### src/rtl/sar_ctrl_pkg.sv
package sar_ctrl_pkg;
    // Default geometry of one conversion frame.
    localparam int unsigned DEF_RES_BITS     = 8;
    localparam int unsigned DEF_DIV_STAGES   = 4;
    localparam int unsigned DEF_SAMPLE_SLOTS = 3;
endpackage

### src/rtl/sar_frame_div.sv
module sar_frame_div #(
    parameter int unsigned STAGES = 4
) (
    input  logic clk,
    input  logic rst_n,
    output logic frame_o
);
    logic [STAGES-1:0] div_d, div_q;
    logic [STAGES:0]   carry;

    assign carry[0] = 1'b1;

    // Each stage halves the rate of the one below it.
    generate
        for (genvar k = 0; k < STAGES; k++) begin : g_stage
            assign carry[k+1] = carry[k] & div_q[k];
        end
    endgenerate

    always_comb begin
        div_d = div_q ^ carry[STAGES-1:0];
    end

    // All ones at reset, so the frame pulse is present from the start.
    always_ff @(posedge clk or negedge rst_n) begin
        if (!rst_n) div_q <= '1;
        else        div_q <= div_d;
    end

    assign frame_o = carry[STAGES];
endmodule

### src/rtl/sar_phase_shreg.sv
module sar_phase_shreg #(
    parameter int unsigned LEN = 13
) (
    input  logic           clk,
    input  logic           rst_n,
    input  logic           frame_i,
    output logic [LEN-1:0] ph_o
);
    logic [LEN-1:0] ph_d, ph_q;

    // Bit k is high in slot k+1 of the frame.
    always_comb begin
        ph_d = {ph_q[LEN-2:0], frame_i};
    end

    always_ff @(posedge clk or negedge rst_n) begin
        if (!rst_n) ph_q <= '0;
        else        ph_q <= ph_d;
    end

    assign ph_o = ph_q;
endmodule

### src/rtl/sar_bit_engine.sv
module sar_bit_engine #(
    parameter int unsigned RES = 8
) (
    input  logic           clk,
    input  logic           rst_n,
    input  logic           preset_i,
    input  logic [RES-1:0] trial_i,
    input  logic           latch_i,
    input  logic           cmp_i,
    output logic [RES-1:0] code_o,
    output logic [RES-1:0] result_o,
    output logic           done_o
);
    localparam logic [RES-1:0] MID = {1'b1, {(RES-1){1'b0}}};

    typedef struct packed {
        logic [RES-1:0] code;
        logic [RES-1:0] res;
        logic           done;
    } eng_t;

    eng_t st_d, st_q;
    logic [RES-1:0] clr;

    always_comb begin
        st_d = st_q;
        clr  = trial_i & {RES{~cmp_i}};
        if (preset_i) begin
            st_d.code = MID;
        end else begin
            // Settle the current bit and arm the next lower one.
            st_d.code = (st_q.code & ~clr) | (trial_i >> 1);
        end
        st_d.done = latch_i;
        if (latch_i) st_d.res = st_q.code;
    end

    always_ff @(posedge clk or negedge rst_n) begin
        if (!rst_n) begin
            st_q.code <= MID;
            st_q.res  <= '0;
            st_q.done <= 1'b0;
        end else begin
            st_q <= st_d;
        end
    end

    assign code_o   = st_q.code;
    assign result_o = st_q.res;
    assign done_o   = st_q.done;
endmodule

### src/rtl/sar_conv_ctrl.sv
module sar_conv_ctrl
    import sar_ctrl_pkg::*;
#(
    parameter int unsigned RES_BITS     = DEF_RES_BITS,
    parameter int unsigned DIV_STAGES   = DEF_DIV_STAGES,
    parameter int unsigned SAMPLE_SLOTS = DEF_SAMPLE_SLOTS
) (
    input  logic                clk,
    input  logic                rst_n,
    input  logic                cmp_i,
    output logic                sh_en_o,
    output logic                frame_rst_o,
    output logic [RES_BITS-1:0] dac_code_o,
    output logic [RES_BITS-1:0] result_o,
    output logic                done_o
);
    localparam int unsigned SETTLE_SLOT = SAMPLE_SLOTS + 1;
    localparam int unsigned TRIAL_BASE  = SAMPLE_SLOTS + 2;
    localparam int unsigned LATCH_SLOT  = TRIAL_BASE + RES_BITS;
    localparam int unsigned SR_LEN      = LATCH_SLOT;

    logic                frame;
    logic [SR_LEN-1:0]   ph;
    logic [RES_BITS-1:0] trial;
    logic                settle;
    logic                latch;

    sar_frame_div #(.STAGES(DIV_STAGES)) u_div (
        .clk     (clk),
        .rst_n   (rst_n),
        .frame_o (frame)
    );

    sar_phase_shreg #(.LEN(SR_LEN)) u_shreg (
        .clk     (clk),
        .rst_n   (rst_n),
        .frame_i (frame),
        .ph_o    (ph)
    );

    // Slot s maps to strobe bit s-1; the MSB is tried first.
    generate
        for (genvar j = 0; j < RES_BITS; j++) begin : g_trial
            assign trial[RES_BITS-1-j] = ph[TRIAL_BASE-1+j];
        end
    endgenerate

    assign settle = ph[SETTLE_SLOT-1];
    assign latch  = ph[LATCH_SLOT-1];

    sar_bit_engine #(.RES(RES_BITS)) u_eng (
        .clk      (clk),
        .rst_n    (rst_n),
        .preset_i (frame | settle),
        .trial_i  (trial),
        .latch_i  (latch),
        .cmp_i    (cmp_i),
        .code_o   (dac_code_o),
        .result_o (result_o),
        .done_o   (done_o)
    );

    assign sh_en_o     = |ph[SAMPLE_SLOTS-1:0];
    assign frame_rst_o = frame;
endmodule

### config.mk
export PLATFORM = sky130hd
export DESIGN_NAME = sar_conv_ctrl
export DESIGN_NICKNAME = d
export VERILOG_FILES = /design/src/rtl/sar_ctrl_pkg.sv /design/src/rtl/sar_frame_div.sv /design/src/rtl/sar_phase_shreg.sv /design/src/rtl/sar_bit_engine.sv /design/src/rtl/sar_conv_ctrl.sv
export SDC_FILE = /design/constraint.sdc
export NUM_CORES = 1
export LEC_CHECK = 0
export ABC_CLOCK_PERIOD_IN_PS = 2200
export BUFFER_PORTS_ARGS = -buffer_cell sky130_fd_sc_hd__buf_2
export CAP_MARGIN = 20
export CORE_MARGIN = 2
export CORE_UTILIZATION = 30
export CTS_CLUSTER_DIAMETER = 60
export CTS_CLUSTER_SIZE = 25
export DETAILED_ROUTE_END_ITERATION = 6
export PLACE_DENSITY = 0.6
export SLEW_MARGIN = 10
export SYNTH_ARGS = -nofsm -noshare
export SYNTH_HDL_FRONTEND = slang
export SYNTH_SLANG_ARGS = --single-unit
export TNS_END_PERCENT = 20
### constraint.sdc
create_clock -name clk -period 2.2 [get_ports clk]
set_input_delay 0.44 -clock clk [delete_from_list [all_inputs] [get_ports clk]]
set_output_delay 0.44 -clock clk [all_outputs]
set_load 0.005 [all_outputs]
---- Word level (Yosys, flattened, before mapping) ----
Cells that the tools add are included.
word-level totals
  register bits ........................... 34
  bits of input ports ..................... 3
  output and inout bits ................... 19
  word-level logic and storage cells ...... 17
cells by class
  mux-type cells .......................... 1
  bitwise gates (word level) .............. 10
  reductions and logical operators ........ 1
operator list
  kind                                         number
  8-bit bitwise AND                            2
  8-bit 2-to-1 mux                             1
  8-bit NOT                                    1
  8-bit by 7-bit bitwise OR with 8-bit output  1
  4-bit XOR                                    1
  1-bit bitwise AND                            3
  3-bit OR reduction                           1
  1-bit NOT                                    1
  1-bit bitwise OR                             1

---- Longest topological paths before layout ----
Gate-level depths: netlist (run 1).
  depth in word-level cells ............... 6
  mapped depth ............................ 6
  depth with buffers taken out ............ 5

---- By module ----
A second synthesis (run 1) with hierarchy kept.
second synthesis, totals
  cells, all modules ...................... 74
  area total of the unflattened synthesis .. 1,208.7 um2
modules (own cells, without submodules)
  module           times used  cells an instance  area an instance (um2)  seq. area each (um2)
  sar_bit_engine   1           51                 724.4                   426.7
  sar_phase_shreg  1           13                 325.3                   325.3
  sar_frame_div    1           8                  146.4                   105.1
  sar_conv_ctrl    1           2                  12.5                    0.0

---- Least setup slack after synthesis (run 1) ----
No wires, ideal clock.
  kind .................................... register to register
  from .................................... register u_div.div_q[0]
  to ...................................... register u_eng.st_q, in the netlist u_eng.code_o[6]
  setup time .............................. 86 ps
  arrival ................................. 1,422 ps
  required time ........................... 2,114 ps
  setup slack ............................. 692 ps
  stages on the path, launching flop included .. 7
  buffers on the path ..................... 1
  clock period less this slack ............ 1,508 ps
  path through ............................ dfstp_2 -> ha_1 -> ha_1 -> ha_1 -> or2_1 -> buf_6 -> nor3_1
RTL lines
  element                 line                  text
  from (decl)             sar_frame_div.sv:8    logic [STAGES-1:0] div_d, div_q;
  from (signal assigned)  sar_frame_div.sv:27   else div_q <= div_d;
  to (signal assigned)    sar_bit_engine.sv:44  st_q <= st_d;
  to (decl)               sar_bit_engine.sv:22  eng_t st_d, st_q;

---- Final worst setup path (run 1) ----
  from .................................... register u_div.div_q[0]
  to ...................................... output frame_rst_o
on the way
  longest elaborated chain between the ends .. 3
ends and longest elaborated chain
  element                         line                 text
  1-bit bitwise AND (3 in a row)  sar_frame_div.sv:16  assign carry[k+1] = carry[k] & div_q[k];
  to (decl)                       sar_conv_ctrl.sv:12  output logic frame_rst_o,
No other way between the ends.

==> results, run 1 <==
- The run finished with clean final reports.
- The share of the core filled with cells is 37.66%.
- Dividing the final minimum period by the clock period gives 81.63%.
- The cell area after placement is 1287 um^2.
- The critical path capture point type is an output pin.
- The routed layout has 626 vias.
- The worst path needs 1796 ps of the cycle, external delays included.
- Buffers added to address setup during post-CTS repair amount to 0.
- The number of antenna violations at the first check in global routing was 0.
- Compared with the post-synthesis result, the final layout area differs by 20.57%.
- Clock latency on the worst-skew pair, taken at its later pin, is 280 ps.
- Static timing analysis puts the maximum clock frequency at 556.8 MHz.
- The final RePlAce weighted congestion is 0.7232.
- The worst-margin pin slew is 725.7 ps.
- After detailed routing, the average wire length per cell comes to 12.39 um.
- The die covers 4322 um^2.
- The cell count after synthesis came out at 74.
- For this configuration, the core starts out at a cell density of 31.24%.
- Across all register-to-register paths, the minimum setup slack is 580 ps.
- The cell that appears most often on the critical path is sky130_fd_sc_hd__ha_1.
- The number of logic stages on the critical path including buffering is 4.
- The library cell occupying the most area in the post-synthesis netlist is sky130_fd_sc_hd__dfrtp_1.
- After the first detailed-routing iteration, the DRC count stood at 3.
- The count of port buffers added during placement is 21.
- The worst-case setup slack after placement is 566.4 ps.
- The number of optimization iterations in the first detailed-route pass is 2.
- The internal power of the cells totals 897.8 uW.
- Among all flip-flop cells after synthesis, the most frequent one is sky130_fd_sc_hd__dfrtp_1.
- The HPWL after detailed placement is 1221 um.
- Of the total power, the clock network draws 40.7%.
- The largest net degree at the start of global routing is 35.
- The synthesized area is 1144 um^2.
- Counting the fill cells in the layout gives 348.
- Setup repair after global routing left no endpoint under its margin.
- The count of unique library cells instantiated by Yosys is 15.
- The number of nets in the synthesized netlist is 80.
- The hold-fix buffer count after cts is 0.
- The synthesized design contains 34 register bits.
- The final net count is 105.
- Clock tree synthesis selected as its root buffer the cell sky130_fd_sc_hd__clkbuf_8.
- The number of endpoints with negative hold slack in the final report is 0.
- The clock input transition at the sequential cells of the worst setup and hold paths is 70 ps.
- The leftover overflow at the end of global routing is 0.
- The type of the worst setup path is reg2out.
- The source of the critical timing path is u_div.div_q[0].
- In the synthesized netlist the async set-or-reset flop fraction comes to 100.0%.
- The timing endpoint of the critical path is frame_rst_o.
- The smallest hold slack is 213.4 ps.
- The data arrival time of the critical path is 1360 ps.
- The count of unresolved DRC violations after routing is 0.
- Setup violations remaining at the end of the flow were counted as 0.
- In the post-route analysis, the smallest setup slack over all paths is 404.1 ps.
- Pin placement for this block handled 22 I/O pins.
- The CTS tree is built.
- The overall routing resource usage is 10.39%.
- The proportion of synthesized chip area in sequential cells is 74.95%.
- The worst stage delay on the critical path is 530 ps.
- The logic depth of the worst register-to-register path is 5.
- Across the routed clock network, the largest skew measured is 7.320 ps.
- The top-area cell type share of the netlist area is 63.46%.
- By area the synthesized netlist is led by sky130_fd_sc_hd__dfrtp_1, sky130_fd_sc_hd__dfstp_2, sky130_fd_sc_hd__mux2_2.
- The endpoint of the worst-slack reg-to-reg timing path is u_eng.code_o[3].
- The detail route stage leaves a number of antenna-violating nets equal to 0.
- The part of the total power dissipated in sequential elements is 56.5%.
- Once the clock tree was built, the resizer swapped 0 gates to a different size.
- The combinational share of power is 2.8%.
- The static leakage is 0.6768 nW.
- The total negative setup slack is 0 ps.
- After routing the design area is 1379 um^2.
- The width of the chip is 65.74 um.
- The share of total power consumed by net switching is 20.36%.
- In this run the worst path has a maximum fanout of 3.
- The standard-cell row count is 22.
- STA puts the critical path data required time at 1760 ps.
- VDD sags by at most 0.5752 mV.
- The clock net in this run drives a total of 34 sinks.
- The total power per unit cell area is 817.7 nW/um^2.
- The depth of the CTS H-tree is 2.
- The overall die height is 65.74 um.
- In this run the standard cell core region covers 3661 um^2.
- Each instance of the synthesized netlist takes up on average 15.45 um^2.
- Yosys mapped a number of flops with a built-in enable equal to 0.
- The fraction of final layout cells sized beyond drive strength 1 is 41.00%.
- Max-cap violations in this run came to 0.
- For this run, the number of Yosys warnings is 0.
- The family with the most delay on the worst path is flip-flops.
- The startpoint of the worst-slack reg-to-reg timing path is u_div.div_q[0].
- The tightest slew margin relative to the limit is 51.62%.
- The commonest cells after synthesis are sky130_fd_sc_hd__dfrtp_1, sky130_fd_sc_hd__nor2_1, sky130_fd_sc_hd__mux2_2, sky130_fd_sc_hd__a211oi_1, sky130_fd_sc_hd__dfstp_2.
- The buffers plus inverters on the worst setup path is 1.
- In the post-synthesis netlist, the cell with the most instances is sky130_fd_sc_hd__dfrtp_1.
- The routed wire length is 1833 um.
- The classification of the worst-slack hold path is in2async.
- The detailed-route vias per instance is 4.230.
- The net switching power is 229.6 uW.
- TritonCTS created 5 clock buffers.
- The number of max-slew violations in the final report is 0.
- The worst setup path is launched from a flop.
- The cell at the slowest stage of the critical path is sky130_fd_sc_hd__dfstp_2.
- The first global-routing pass estimated 3180 um of wire.
- The via count of the first global-routing pass is 671.
- The number of inserted diodes is 0.
- No sink is reached through more buffers than the 2 on the longest clock path.
- The critical path goes through ha_1 > ha_1 > ha_1 > buf_2.
## kinds of logic (layout without fill, tap and decap cells)
family                   after synthesis  in the layout  synth area share (%)
flip-flops                            34             34                 74.95
AND/OR/NAND/NOR                       19             19                 7.768
multiplexers                           8              8                 7.878
AO/OA/AOI/OAI                          6              6                 3.939
buffers and inverters                  4             30                 2.188
adder cells (fa/ha/maj)                3              3                 3.283
## metrics by stage
step                      instances  power (mW)
after global placement          140      0.6804
after detailed placement        140      0.6813
after CTS                       148       1.153
after floorplan                  74      0.6594
final                           148       1.127
after global routing            148       1.188
## routing by layer
metal  wire length [um]  vias to the layer above  GRT usage [%]
li1                   -                      296              -
met1                880                      311          12.32
met2                781                       17          15.15
met3                137                        2          6.507
met4                 34                        0          3.906
met5                  0                        -              0
## power groups by stage
stage               clock (mW)  combinational, mW  sequential, mW
floorplan                    0             0.0106           0.649
global placement             0             0.0331           0.647
detailed placement           0             0.0335           0.648
CTS                      0.483             0.0334           0.636
global route             0.515             0.0365           0.637
finish                   0.459             0.0321           0.637
## cell type report
type                    instances  area [um^2]  area share (%)
repair buffers                 21        105.1           7.623
clock inverters                 1        5.005          0.3630
well taps                      48        60.06           4.356
flip-flops and latches         34        857.1           62.16
clock buffers                   7        86.33           6.261
multi-input cells              36        261.5           18.97
inverters                       1        3.754          0.2722
## worst min path at each step
| stage | depth (start not counted) | slack (ps) | to | from |
|---|---|---|---|---|
| after floorplan | 0 | 140 | u_eng.code_o[0] | rst_n |
| final | 1 | 210 | u_shreg.ph_o[0] | rst_n |
| after global placement | 0 | 360 | u_shreg.ph_o[3] | u_shreg.ph_o[2] |
| after CTS | 1 | 220 | u_shreg.ph_o[0] | rst_n |
| after global routing | 1 | 250 | u_shreg.ph_o[0] | rst_n |
| after detailed placement | 0 | 360 | u_shreg.ph_o[2] | u_shreg.ph_o[1] |
## cells in the final DEF, fill, tap and decap left out
master,count
sky130_fd_sc_hd__or3_1,1
sky130_fd_sc_hd__nand2b_1,1
sky130_fd_sc_hd__nor3_1,2
sky130_fd_sc_hd__clkbuf_8,6
sky130_fd_sc_hd__nor2_1,12
sky130_fd_sc_hd__mux2_2,8
sky130_fd_sc_hd__inv_1,1
sky130_fd_sc_hd__dfrtp_1,29
sky130_fd_sc_hd__nor3b_1,2
sky130_fd_sc_hd__dfstp_2,5
sky130_fd_sc_hd__ha_1,3
sky130_fd_sc_hd__clkbuf_1,1
sky130_fd_sc_hd__a211oi_1,5
sky130_fd_sc_hd__clkinv_2,1
sky130_fd_sc_hd__or2_1,1
sky130_fd_sc_hd__a21o_1,1
sky130_fd_sc_hd__buf_2,21
## sequential cells by signal (all words and copies together), names as in the netlist
register,count
u_div.div_q,4
u_eng.code_o,8
u_eng.done_o,1
u_eng.result_o,8
u_shreg.ph_o,13
Power figures use the tool's default switching activity.
==> run 2, diff against run 1 <==
--- a/config.mk
+++ b/config.mk
@@ -5,7 +5,8 @@
 export SDC_FILE = /design/constraint.sdc
 export NUM_CORES = 1
 export LEC_CHECK = 0
-export ABC_CLOCK_PERIOD_IN_PS = 2200
+export ABC_AREA = 1
+export ABC_CLOCK_PERIOD_IN_PS = 1600
 export BUFFER_PORTS_ARGS = -buffer_cell sky130_fd_sc_hd__buf_2
 export CAP_MARGIN = 20
 export CORE_MARGIN = 2
@@ -13,7 +14,7 @@
 export CTS_CLUSTER_DIAMETER = 60
 export CTS_CLUSTER_SIZE = 25
 export DETAILED_ROUTE_END_ITERATION = 6
-export PLACE_DENSITY = 0.6
+export PLACE_DENSITY = 0.61
 export SLEW_MARGIN = 10
 export SYNTH_ARGS = -nofsm -noshare
 export SYNTH_HDL_FRONTEND = slang
==> constraint.sdc (replaced) <==
create_clock -name clk -period 1.6 [get_ports clk]
set_input_delay 0.32 -clock clk [delete_from_list [all_inputs] [get_ports clk]]
set_output_delay 0.32 -clock clk [all_outputs]
set_load 0.005 [all_outputs]
==> results, run 2 <==
- Outcome: finished, violations left (was finished, final reports clean).
- The final reports fail on setup timing.
- The static leakage came to 0.7244 nW (was 0.6768 nW).
- The sequential standard cell area was 857.1 um^2 (unchanged).
- The standard-cell row count came to 22 (unchanged).
- The number of register bits inferred by synthesis is 34 (unchanged).
- The top achievable clock speed is 609.2 MHz.
- The synthesized area is 1150 um^2 (was 1144 um^2).
- The top-area cell type share of the netlist area is 63.11% (was 63.46%).
- The area used by multi-input combinational logic is 251.5 um^2 (was 261.5 um^2).
- The number of violations reported at the end of detailed-routing iteration 0 came to 23 (was 3).
- The fraction of final layout cells sized beyond drive strength 1 is 30.47% (was 41.00%).
- The library cell occupying the most area in the post-synthesis netlist is sky130_fd_sc_hd__dfrtp_1 (unchanged).
- The clock network fraction of total power was 40.6% (was 40.7%).
- The overall die height came to 65.91 um (was 65.74 um).
- The via count of the first global-routing pass is 769 (was 671).
- The fill cell instance count of the final layout is 375 (was 348).
- The effective utilization at floorplan is 31.41% (was 31.24%).
- The number of synthesized flops with an enable pin is 0 (unchanged).
- The classification of the worst-slack hold path is in2async (unchanged).
- The most repeated cell in the gate-level netlist after synthesis is sky130_fd_sc_hd__dfrtp_1 (unchanged).
- Synth top cells by count: sky130_fd_sc_hd__dfrtp_1, sky130_fd_sc_hd__nand2_1, sky130_fd_sc_hd__inv_1, sky130_fd_sc_hd__o21ai_0, sky130_fd_sc_hd__a21oi_1 (was sky130_fd_sc_hd__dfrtp_1, sky130_fd_sc_hd__nor2_1, sky130_fd_sc_hd__mux2_2, sky130_fd_sc_hd__a211oi_1, sky130_fd_sc_hd__dfstp_2).
- The CTS sink count came to 34 (unchanged).
- The top-level I/O count is 22 (unchanged).
- The dominant register cell in the synthesized netlist is sky130_fd_sc_hd__dfrtp_1 (unchanged).
- The total nets after synthesis is 103 (was 80).
- The remaining antenna violation count after routing is 0 (unchanged).
- The routed wire length came to 2032 um (was 1833 um).
- The number of antenna violations at the first check in global routing is 0 (unchanged).
- The part of the total power dissipated in sequential elements is 56.7% (was 56.5%).
- The count of unresolved DRC violations after routing came to 0 (unchanged).
- The cell at the slowest stage of the critical path is sky130_fd_sc_hd__dfstp_2 (unchanged).
- The fraction of synthesis flops using an asynchronous set or reset pin is 100.0% (unchanged).
- The largest vdd supply drop is 0.6524 mV (was 0.5752 mV).
- The total via count after detailed routing came to 731 (was 626).
- The smallest clock period supported by the final layout is computed as 1641 ps.
- The type of the worst setup path was reg2out (unchanged).
- The proportion of synthesized chip area in sequential cells was 74.54% (was 74.95%).
- Most frequent cells in the layout: sky130_fd_sc_hd__dfrtp_1, sky130_fd_sc_hd__nand2_1, sky130_fd_sc_hd__buf_2 (was sky130_fd_sc_hd__dfrtp_1, sky130_fd_sc_hd__buf_2, sky130_fd_sc_hd__nor2_1).
- The post-synthesis to final-layout area growth is 27.09% (was 20.57%).
- The cell count after synthesis is 97 (was 74).
- The combinational share of power is 2.7% (was 2.8%).
- The design internal power is 1.231 mW (was 897.8 uW).
- Setup repair after global routing missed its margin: yes (was no).
- The width of the chip is 65.91 um (was 65.74 um).
- The number of maximum-capacitance violations was 0 (unchanged).
- The mean instance size in the synthesized netlist is 11.85 um^2 (was 15.45 um^2).
- The worst-skew pair later-pin latency came to 280 ps (about the same).
- The count of port buffers added during placement came to 21 (unchanged).
- The number of non-filler instances in the completed layout is 176 (was 148).
- The post-detailed-route wirelength per cell was 11.55 um (was 12.39 um).
- The clock input transition at the sequential cells of the worst setup and hold paths is 70 ps (about the same).
- The worst-case setup slack after placement is 125.5 ps (was 566.4 ps).
- The cell area after placement is 1311 um^2 (was 1287 um^2).
- The critical path required time is 1280 ps (was 1760 ps).
- The clock tree root driver cell is sky130_fd_sc_hd__clkbuf_8 (unchanged).
- The critical path capture point type is an output pin (unchanged).
- The final HPWL from detailed placement came to 1340 um (was 1221 um).
- The total non-filler cell area in the finished layout is 1461 um^2 (was 1379 um^2).
- The leftover overflow at the end of global routing is 0 (unchanged).
- The CTS buffer count is 5 (unchanged).
- The tightest slew margin relative to the limit came to 71.29% (was 51.62%).
- The overall routing resource usage was 10.90% (was 10.39%).
- The depth of the CTS H-tree is 2 (unchanged).
- The CTS tree is built (unchanged).
- The final worst clock skew is 5.203 ps (was 7.320 ps).
- The detailed-route vias per instance is 4.153 (was 4.230).
- The final setup slack of the worst path is -41.48 ps (was 404.1 ps).
- Top post-synthesis cells by area: sky130_fd_sc_hd__dfrtp_1, sky130_fd_sc_hd__dfstp_2, sky130_fd_sc_hd__nand2_1 (was sky130_fd_sc_hd__dfrtp_1, sky130_fd_sc_hd__dfstp_2, sky130_fd_sc_hd__mux2_2).
- The flip-flop count of the largest register after layout is 13 (unchanged).
- The maximum number of buffers from clock root to sink is 2 (unchanged).
- The count of unique library cells instantiated by Yosys is 10 (was 15).
- The data arrival time of the critical path is 1320 ps (was 1360 ps).
- The first-pass GRT wire length was 3463 um (was 3180 um).
- The total placed cells including tap cells is 166 (was 140).
- The number of optimization iterations in the first detailed-route pass came to 4 (was 2).
- The nature of the critical path startpoint is a flop (unchanged).
- The final critical-path share of the clock period is 102.6%.
- The largest driver fanout on the critical path is 2 (was 3).
- The standard cell core area was 3661 um^2 (unchanged).
- Ordered cell list for the critical path: ha_4 > ha_4 > ha_4 > buf_6 (was ha_1 > ha_1 > ha_1 > buf_2).
- The most frequent cell on the critical path is sky130_fd_sc_hd__ha_4 (was sky130_fd_sc_hd__ha_1).
- The die footprint was 4344 um^2 (was 4322 um^2).
- The commonest non-fill, non-tap cell in the layout is sky130_fd_sc_hd__dfrtp_1 (unchanged).
- The Yosys warning count is 0 (unchanged).
- The final RePlAce weighted congestion is 0.7379 (was 0.7232).
- The final net count is 133 (was 105).
- The number of endpoints with negative hold slack in the final report is 0 (unchanged).
- The number of inserted diodes is 0 (unchanged).
- The worst stage delay on the critical path is 550 ps (was 530 ps).
- The number of max-slew violations in the final report is 0 (unchanged).
- The total power per unit cell area is 1056 nW/um^2 (was 817.7 nW/um^2).
- The largest net degree at the start of global routing came to 35 (unchanged).
- The share of the core filled with cells is 39.92% (was 37.66%).
- The share of total power consumed by net switching is 20.22% (was 20.36%).
- The net switching power is 311.9 uW (was 229.6 uW).
- The worst-margin pin slew is 430.7 ps (was 725.7 ps).
- The number of failing setup endpoints in the final timing report is 1 (was 0).
- The total power came to 1.543 mW (was 1.127 mW).
run 2: metrics by stage:
stage	setup TNS, ps	hold slack (ps)
after floorplan	0	24.41
after global placement	0	354.9
after detailed placement	0	356.9
after CTS	-52.45	65.74
after global routing	-88.65	87.56
final	-41.48	51.32
run 2: power groups by stage:
stage               combinational (mW)  clock (mW)  sequential [mW]
floorplan                      0.00845           0            0.892
global placement                0.0425           0            0.891
detailed placement              0.0442           0            0.891
CTS                             0.0441       0.655            0.875
global route                    0.0497       0.682            0.876
finish                          0.0416       0.626            0.875
run 2: worst max-delay path, delay by kind of cell (launching register included):
family / cells / cell delay, ps
flip-flops: 1 / 550
adder cells (fa/ha/maj): 3 / 400
buffers and inverters: 1 / 90
run 2: cell type report:
type / instances / share of cell area [%]
Clock buffer: 7 / 5.908
Inverter: 18 / 4.623
Multi-Input combinational cell: 44 / 17.21
Timing Repair Buffer: 24 / 9.161
Clock inverter: 1 / 0.3425
Tap cell: 48 / 4.110
Sequential cell: 34 / 58.65
run 2: cell families after synthesis:
logic type,share of synthesized area [%]
flip-flops,74.54
AND/OR/NAND/NOR,8.378
buffers and inverters,6.855
AO/OA/AOI/OAI,6.964
adder cells (fa/ha/maj),3.265
run 2: per-layer routing:
| layer | track usage (%) | part of all wire (%) |
|---|---|---|
| met1 | 12.56 | 43 |
| met2 | 16.54 | 48 |
| met3 | 3.748 | 6.1 |
| met4 | 8.333 | 3.1 |
| met5 | 0 | 0 |
run 2: repair_timing:
| item | in CTS | in global routing |
|---|---|---|
| pin swaps | 2 | 0 |
| hold buffers | 0 | 0 |
| gates resized for setup | 7 | 0 |
| endpoints found under the hold margin | 0 | 0 |
| setup endpoints to repair | 1 | 1 |
| setup buffers | 1 | 1 |
run 2: path summary, 6_finish.rpt:
path	cells after the start	slack, ps	start	end
max in group asynchronous	2	1220	rst_n	u_eng.code_o[7]
min reg2reg	0	380	u_shreg.ph_o[4]	u_shreg.ph_o[5]
max reg2reg	7	120	u_div.div_q[0]	u_eng.code_o[6]
max	4	-40	u_div.div_q[0]	frame_rst_o
min	2	50	rst_n	u_shreg.ph_o[2]
min in group clk	3	300	cmp_i	u_eng.code_o[7]
